### src/rtl/decAluPkg.sv
package decAluPkg;

  // strobes from the sequencer into the datapath
  typedef struct packed {
    logic capture;    // latch operands for the decimal correction cycle
    logic finishBin;  // commit the binary result computed from live inputs
    logic finishDec;  // commit the corrected decimal result
  } aluStrobe_t;

endpackage

### src/rtl/bcdDigitFix.sv
module bcdDigitFix (
  input  logic [3:0] aDig,
  input  logic [3:0] bDig,
  input  logic       carryIn,
  input  logic       isSub,
  output logic [3:0] digOut,
  output logic       carryOut
);

  logic [4:0] rawSum;
  logic [4:0] rawDiff;
  logic [4:0] fixedSum;
  logic       adjAdd;
  logic       borrow;

  always_comb begin
    rawSum   = {1'b0, aDig} + {1'b0, bDig} + {4'b0000, carryIn};
    adjAdd   = (rawSum > 5'd9);
    fixedSum = rawSum + (adjAdd ? 5'd6 : 5'd0);
    rawDiff  = {1'b0, aDig} - {1'b0, bDig} - {4'b0000, ~carryIn};
    borrow   = rawDiff[4];
    if (isSub) begin
      digOut   = rawDiff[3:0] - (borrow ? 4'd6 : 4'd0);
      carryOut = ~borrow;
    end else begin
      digOut   = fixedSum[3:0];
      carryOut = adjAdd;
    end
  end

endmodule

### src/rtl/bcdAluPath.sv
module bcdAluPath
  import decAluPkg::*;
#(
  parameter int DIGITS = 2
) (
  input  logic                  clk,
  input  logic                  rstN,
  input  aluStrobe_t            strobeIn,
  input  logic [4*DIGITS-1:0]   accIn,
  input  logic [4*DIGITS-1:0]   operIn,
  input  logic                  carryIn,
  input  logic                  opSub,
  output logic [4*DIGITS-1:0]   resultOut,
  output logic                  flagN,
  output logic                  flagV,
  output logic                  flagZ,
  output logic                  flagC
);

  localparam int W   = 4 * DIGITS;
  localparam int MSB = W - 1;

  // binary path straight from the live inputs
  logic [W-1:0] operEff;
  logic [W:0]   binSum;
  logic [W-1:0] binRes;
  logic         binC;
  logic         binV;

  always_comb begin
    operEff = opSub ? ~operIn : operIn;
    binSum  = {1'b0, accIn} + {1'b0, operEff} + {{W{1'b0}}, carryIn};
    binRes  = binSum[W-1:0];
    binC    = binSum[W];
    binV    = (accIn[MSB] == operEff[MSB]) && (binRes[MSB] != accIn[MSB]);
  end

  // operand stage for the decimal correction cycle
  logic [W-1:0] stA;
  logic [W-1:0] stB;
  logic         stC;
  logic         stSub;

  always_ff @(posedge clk or negedge rstN) begin
    if (!rstN) begin
      stA   <= '0;
      stB   <= '0;
      stC   <= 1'b0;
      stSub <= 1'b0;
    end else if (strobeIn.capture) begin
      stA   <= accIn;
      stB   <= operIn;
      stC   <= carryIn;
      stSub <= opSub;
    end
  end

  // digit-serial correction chain
  logic [DIGITS:0] chainC;
  logic [W-1:0]    decRes;
  logic [W-1:0]    stBEff;
  logic            decV;

  assign chainC[0] = stC;

  for (genvar g = 0; g < DIGITS; g++) begin : gDigit
    bcdDigitFix uFix (
      .aDig    (stA[4*g +: 4]),
      .bDig    (stB[4*g +: 4]),
      .carryIn (chainC[g]),
      .isSub   (stSub),
      .digOut  (decRes[4*g +: 4]),
      .carryOut(chainC[g+1])
    );
  end

  always_comb begin
    stBEff = stSub ? ~stB : stB;
    decV   = (stA[MSB] == stBEff[MSB]) && (decRes[MSB] != stA[MSB]);
  end

  // committed outputs
  always_ff @(posedge clk or negedge rstN) begin
    if (!rstN) begin
      resultOut <= '0;
      flagN     <= 1'b0;
      flagV     <= 1'b0;
      flagZ     <= 1'b0;
      flagC     <= 1'b0;
    end else if (strobeIn.finishDec) begin
      resultOut <= decRes;
      flagN     <= decRes[MSB];
      flagV     <= decV;
      flagZ     <= (decRes == '0);
      flagC     <= chainC[DIGITS];
    end else if (strobeIn.finishBin) begin
      resultOut <= binRes;
      flagN     <= binRes[MSB];
      flagV     <= binV;
      flagZ     <= (binRes == '0);
      flagC     <= binC;
    end
  end

  // nothing moves without a commit strobe
  a_r10_hold_outputs: assert property (@(posedge clk) disable iff (!rstN)
    !(strobeIn.finishBin || strobeIn.finishDec) |=>
      ($stable(resultOut) && $stable(flagN) && $stable(flagV) && $stable(flagZ) && $stable(flagC)));

  // decimal N and Z describe the corrected result
  a_r7_dec_nz: assert property (@(posedge clk) disable iff (!rstN)
    strobeIn.finishDec |=> ((flagZ == (resultOut == '0)) && (flagN == resultOut[MSB])));

endmodule

### src/rtl/bcdAluCtl.sv
module bcdAluCtl
  import decAluPkg::*;
(
  input  logic       clk,
  input  logic       rstN,
  input  logic       startIn,
  input  logic       decWrEn,
  input  logic       decWrVal,
  input  logic       intEntry,
  output aluStrobe_t strobeOut,
  output logic       doneOut,
  output logic       decFlagOut,
  output logic       pushDecOut
);

  typedef enum logic {PH_IDLE, PH_FIX} phase_t;

  phase_t phase;
  phase_t phaseNext;
  logic   accept;

  always_comb begin
    accept    = startIn && (phase == PH_IDLE);
    strobeOut = '0;
    phaseNext = phase;
    if (phase == PH_FIX) begin
      strobeOut.finishDec = 1'b1;
      phaseNext           = PH_IDLE;
    end else if (accept) begin
      if (decFlagOut) begin
        strobeOut.capture = 1'b1;
        phaseNext         = PH_FIX;
      end else begin
        strobeOut.finishBin = 1'b1;
      end
    end
  end

  always_ff @(posedge clk or negedge rstN) begin
    if (!rstN) begin
      phase   <= PH_IDLE;
      doneOut <= 1'b0;
    end else begin
      phase   <= phaseNext;
      doneOut <= strobeOut.finishBin || strobeOut.finishDec;
    end
  end

  // decimal-mode flag: interrupt entry saves then clears, beating a write
  always_ff @(posedge clk or negedge rstN) begin
    if (!rstN) begin
      decFlagOut <= 1'b0;
      pushDecOut <= 1'b0;
    end else if (intEntry) begin
      pushDecOut <= decFlagOut;
      decFlagOut <= 1'b0;
    end else if (decWrEn) begin
      decFlagOut <= decWrVal;
    end
  end

  a_r4_bin_one_cycle: assert property (@(posedge clk) disable iff (!rstN)
    (accept && !decFlagOut) |=> doneOut);

  a_r8_dec_two_cycles: assert property (@(posedge clk) disable iff (!rstN)
    (accept && decFlagOut) |=> !doneOut ##1 doneOut);

  a_r9_busy_start_dropped: assert property (@(posedge clk) disable iff (!rstN)
    (phase == PH_FIX && startIn) |=> (phase == PH_IDLE));

  a_r12_push_then_clear: assert property (@(posedge clk) disable iff (!rstN)
    intEntry |=> (!decFlagOut && (pushDecOut == $past(decFlagOut))));

  a_r11_flag_write: assert property (@(posedge clk) disable iff (!rstN)
    (decWrEn && !intEntry) |=> (decFlagOut == $past(decWrVal)));

endmodule

### src/rtl/decAddSubUnit.sv
module decAddSubUnit
  import decAluPkg::*;
#(
  parameter int DIGITS = 2
) (
  input  logic                clk,
  input  logic                rstN,
  input  logic                startIn,
  input  logic                opSub,
  input  logic [4*DIGITS-1:0] accIn,
  input  logic [4*DIGITS-1:0] operIn,
  input  logic                carryIn,
  input  logic                decWrEn,
  input  logic                decWrVal,
  input  logic                intEntry,
  output logic [4*DIGITS-1:0] resultOut,
  output logic                flagN,
  output logic                flagV,
  output logic                flagZ,
  output logic                flagC,
  output logic                doneOut,
  output logic                decFlag,
  output logic                pushedDec
);

  aluStrobe_t strobe;

  bcdAluCtl uCtl (
    .clk       (clk),
    .rstN      (rstN),
    .startIn   (startIn),
    .decWrEn   (decWrEn),
    .decWrVal  (decWrVal),
    .intEntry  (intEntry),
    .strobeOut (strobe),
    .doneOut   (doneOut),
    .decFlagOut(decFlag),
    .pushDecOut(pushedDec)
  );

  bcdAluPath #(.DIGITS(DIGITS)) uPath (
    .clk      (clk),
    .rstN     (rstN),
    .strobeIn (strobe),
    .accIn    (accIn),
    .operIn   (operIn),
    .carryIn  (carryIn),
    .opSub    (opSub),
    .resultOut(resultOut),
    .flagN    (flagN),
    .flagV    (flagV),
    .flagZ    (flagZ),
    .flagC    (flagC)
  );

endmodule

### config.mk
export PLATFORM = sky130hd
export DESIGN_NAME = decAddSubUnit
export DESIGN_NICKNAME = d
export VERILOG_FILES = /design/src/rtl/decAluPkg.sv /design/src/rtl/bcdDigitFix.sv /design/src/rtl/bcdAluPath.sv /design/src/rtl/bcdAluCtl.sv /design/src/rtl/decAddSubUnit.sv
export SDC_FILE = /design/constraint.sdc
export NUM_CORES = 1
export LEC_CHECK = 0
export BUFFER_PORTS_ARGS = -buffer_cell sky130_fd_sc_hd__buf_2
export CORE_ASPECT_RATIO = 2
export CORE_UTILIZATION = 30
export CTS_CLUSTER_DIAMETER = 40
export DETAILED_ROUTE_END_ITERATION = 16
export GPL_TIMING_DRIVEN = 0
export PLACE_DENSITY = 0.48
export SLEW_MARGIN = 5
export SYNTH_ARGS = -nofsm -noshare
export SYNTH_HDL_FRONTEND = slang
export SYNTH_HIERARCHICAL = 1
export SYNTH_SLANG_ARGS = --single-unit
export TNS_END_PERCENT = 20
### constraint.sdc
create_clock -name clk -period 9.3 [get_ports clk]
set_clock_uncertainty 0.1 [all_clocks]
set_input_delay 1.395 -clock clk [delete_from_list [all_inputs] [get_ports clk]]
set_output_delay 1.395 -clock clk [all_outputs]
set_load 0.01 [all_outputs]
==> impl_metrics.yaml <==
outcome:
  status: "finished clean"
sta:
  tightest_slew_ps: 913
  rsz0062_at_grt: "no"
  fin_crit_sh_pct: 64.8
  finalHoldViolations: 0
  maxSlewHeadroom_pct: 38.7
  setup-violations-final: 0
  fmax_mhz: 166
  finalMaxSlewViolations: 0
  min_period_ps: 6030
  finalWorstSetupSlack_ps: 3270
  final.setup.tns_ps: 0
worst_setup_path:
  crit_top_cell: "fa_1"
  cp_cell_sequence: "inv_1 > fa_1 > inv_1 > fa_1 > a2bb2oi_1 > o211ai_1 > a22oi_1 > inv_1 > fa_1 > inv_1 > fa_1 > nor3b_1 > a311oi_2 > nand3_1 > nand2_1 > ha_1 > fa_1 > xnor2_1 > nor4_1 > a211oi_1 > o22ai_1 > a22oi_1 > o21ai_0"
  path_max_fanout: 4
  slowest_delay_ps: 780
  critPathKind: "flip-flop to flip-flop"
  cp.required_ps: 9350
  cp_data_arrival_time_ps: 6070
  cp-start-kind: "flip-flop"
  crit_path_end_kind: "flip-flop"
  cp_slowest_cell: "a211oi_1"
die:
  start_util_pct: 31.0
  ioPinCount: 39
  num_rows: 51
  dieArea_um2: 10600
  die-width_um: 73.3
  core_um2: 9830
  die_h_um: 145
clock_tree:
  cts_buffers: 5
  cts.path.max_buffers: 2
  cts.sinks: 33
  path_clk_slew_ps: 50
  clockRootBuffer: "clkbuf_16"
  cts_resized: 0
  ctsHoldBuffers: 0
  cts_setup_buffers: 0
  clk_latency_ps: 280
  cts_tree: "done"
  htreeDepth: 2
placement:
  portBuffers: 37
  pre_cts_slack_ps: 3310
  hpwl_um: 6140
  dp_cells: 473
  place_congestion: 0.783
cells_and_area:
  mostFrequentLayoutCells: "buf_2, dfrtp_1, ha_1"
  finalNetCount: 416
  final_common_cell: "buf_2"
  drive_gt1_share_pct: 24.1
  area_growth_pct: 16.2
  num_antenna_cells: 0
  layout.cells.non_filler: 480
synthesis:
  synth-seq-area-share_pct: 27.1
  synth_edf_count: 0
  synth_fp_nets: 372
  synthCells: 304
  synth-main-ff-cell: "dfrtp_1"
  async_reset_ff_share_pct: 100
  ys_warn_count: 6
  synth-seq-cells: 33
  synth_area_per_cell_um2: 10.0
  synthesis.area_um2: 3050
  synth.distinct_cells: 63
power:
  ir_drop_v: 0.000108
  p_leak_nw: 1.66
  power.density_nw_per_um2: 331
  power.total_mw: 1.17
job:
  max_cap_violations: 0
drt:
  routedWlPerCell_um: 15.4
  vias: 2273
  firstDrtPassIters: 4
  finalWirelength_um: 7410
  ant_nets: 0
  drt_iter0_markers: 83
  drc: 0
  routed_via_density: 4.74
grt:
  grt_usage_pct: 15.5
  grt_pass1_wl_um: 12100
  grt_overflow: 0
  first_global_vias: 2418
  grt_max_degree: 34
  antenna_found_initial: 0
worst_hold_path:
  hp-class: "flip-flop to flip-flop"
-- cell type report --
class | count | area, um^2
fill | 1034 | 6290
multi-input combinational | 229 | 2030
sequential | 33 | 826
timing repair buffer | 37 | 185
tap | 132 | 165
clock buffer | 7 | 143
inverter | 31 | 116
buffer | 11 | 77.6
-- flip-flops by register name, summed over array words and instances (netlist names) --
signal	flops
uCtl/decFlagOut	1
uCtl/doneOut	1
uCtl/phase	1
uCtl/pushDecOut	1
uPath/flagC	1
uPath/flagV	1
uPath/flagZ	1
uPath/resultOut	8
uPath/stA	8
uPath/stB	8
uPath/stC	1
uPath/stSub	1
-- kinds of logic (layout without fill, tap and decap cells) --
family	after synthesis	in the layout	synth area share (%)
DFF	33	33	27.1
xor gates and xnor gates	26	26	7.72
and+or+nand+nor	69	69	12.5
adders and majority gates	44	44	21.5
muxes	28	28	10.2
AOI/OAI and AO/OA	62	62	14.6
buffers and inverters	42	86	6.36
-- worst paths after layout --
check | slack [ps] | cells after the start | endpoint | start
hold reg to reg | 410 | 1 | uPath/stC | uPath/stC
min in group asynchronous | 1090 | 1 | uPath/stA[7] | rstN
max in group asynchronous | 7510 | 1 | uPath/stC | rstN
setup / recovery | 3270 | 23 | uPath/flagV | uPath/stA[0]
hold / removal | 410 | 1 | uPath/stC | uPath/stC
setup reg to reg | 3270 | 23 | uPath/flagV | uPath/stA[0]
-- critical path, delay by kind of cell, from the launching register on --
family	cells	cell delay [ps]
simple gates	4	580
buf+inv	4	380
compound gates	8	1960
flops	1	380
xor+xnor	1	200
fa+ha+maj	6	2300
-- cells in the mapped netlist (2+ instances only) --
cell type / instances / share of area (%)
o21ai_1: 2 / 0.33
nand3b_1: 2 / 0.49
a21oi_1: 8 / 1.3
dfrtp_1: 33 / 27
buf_1: 2 / 0.25
ha_1: 30 / 12
mux2_2: 20 / 7.4
a22oi_1: 2 / 0.49
buf_4: 3 / 0.74
o21a_1: 2 / 0.49
nor3b_1: 3 / 0.74
nor4_1: 4 / 0.82
nand2b_1: 7 / 1.4
a211oi_1: 4 / 0.99
o211ai_1: 2 / 0.49
o21ai_0: 16 / 2.6
inv_1: 29 / 3.6
buf_6: 2 / 0.74
nor2_1: 13 / 1.6
nand2_1: 18 / 2.2
fa_1: 14 / 9.2
nor2b_1: 8 / 1.6
xor2_1: 14 / 4.0
a21o_1: 4 / 0.99
xnor2_1: 11 / 3.2
a21oi_2: 2 / 0.58
mux2i_1: 7 / 2.3
nor3_1: 4 / 0.66
clkbuf_1: 3 / 0.37
o211a_1: 2 / 0.66
-- power breakdown --
group	leakage, nW	switching [mW]	internal [mW]
Sequential	0.397	0.0392	0.183
Combinational	1.19	0.439	0.346
Clock	0.0700	0.0586	0.105
Total	1.66	0.537	0.634
-- through the flow --
step / hold WS, ps / utilization [%] / instance area (um^2)
2_1_floorplan: 373 / - / 3050
3_3_place_gp: 391 / 34.6 / 3400
3_5_place_dp: 397 / 34.6 / 3400
4_1_cts: 405 / 36.0 / 3540
5_1_grt: 427 / 36.0 / 3540
6_report: 406 / 36.0 / 3540
-- per-layer routing --
layer  part of all wire (%)  vias to the layer above  track usage, %
met5                      0                        -               0
met4                    2.4                        0            6.81
met3                    1.9                        8            1.46
met2                     57                       30            30.6
met1                     38                     1102            15.7
li1                       -                     1133               -
No activity file was read; power rests on OpenSTA's default activity.
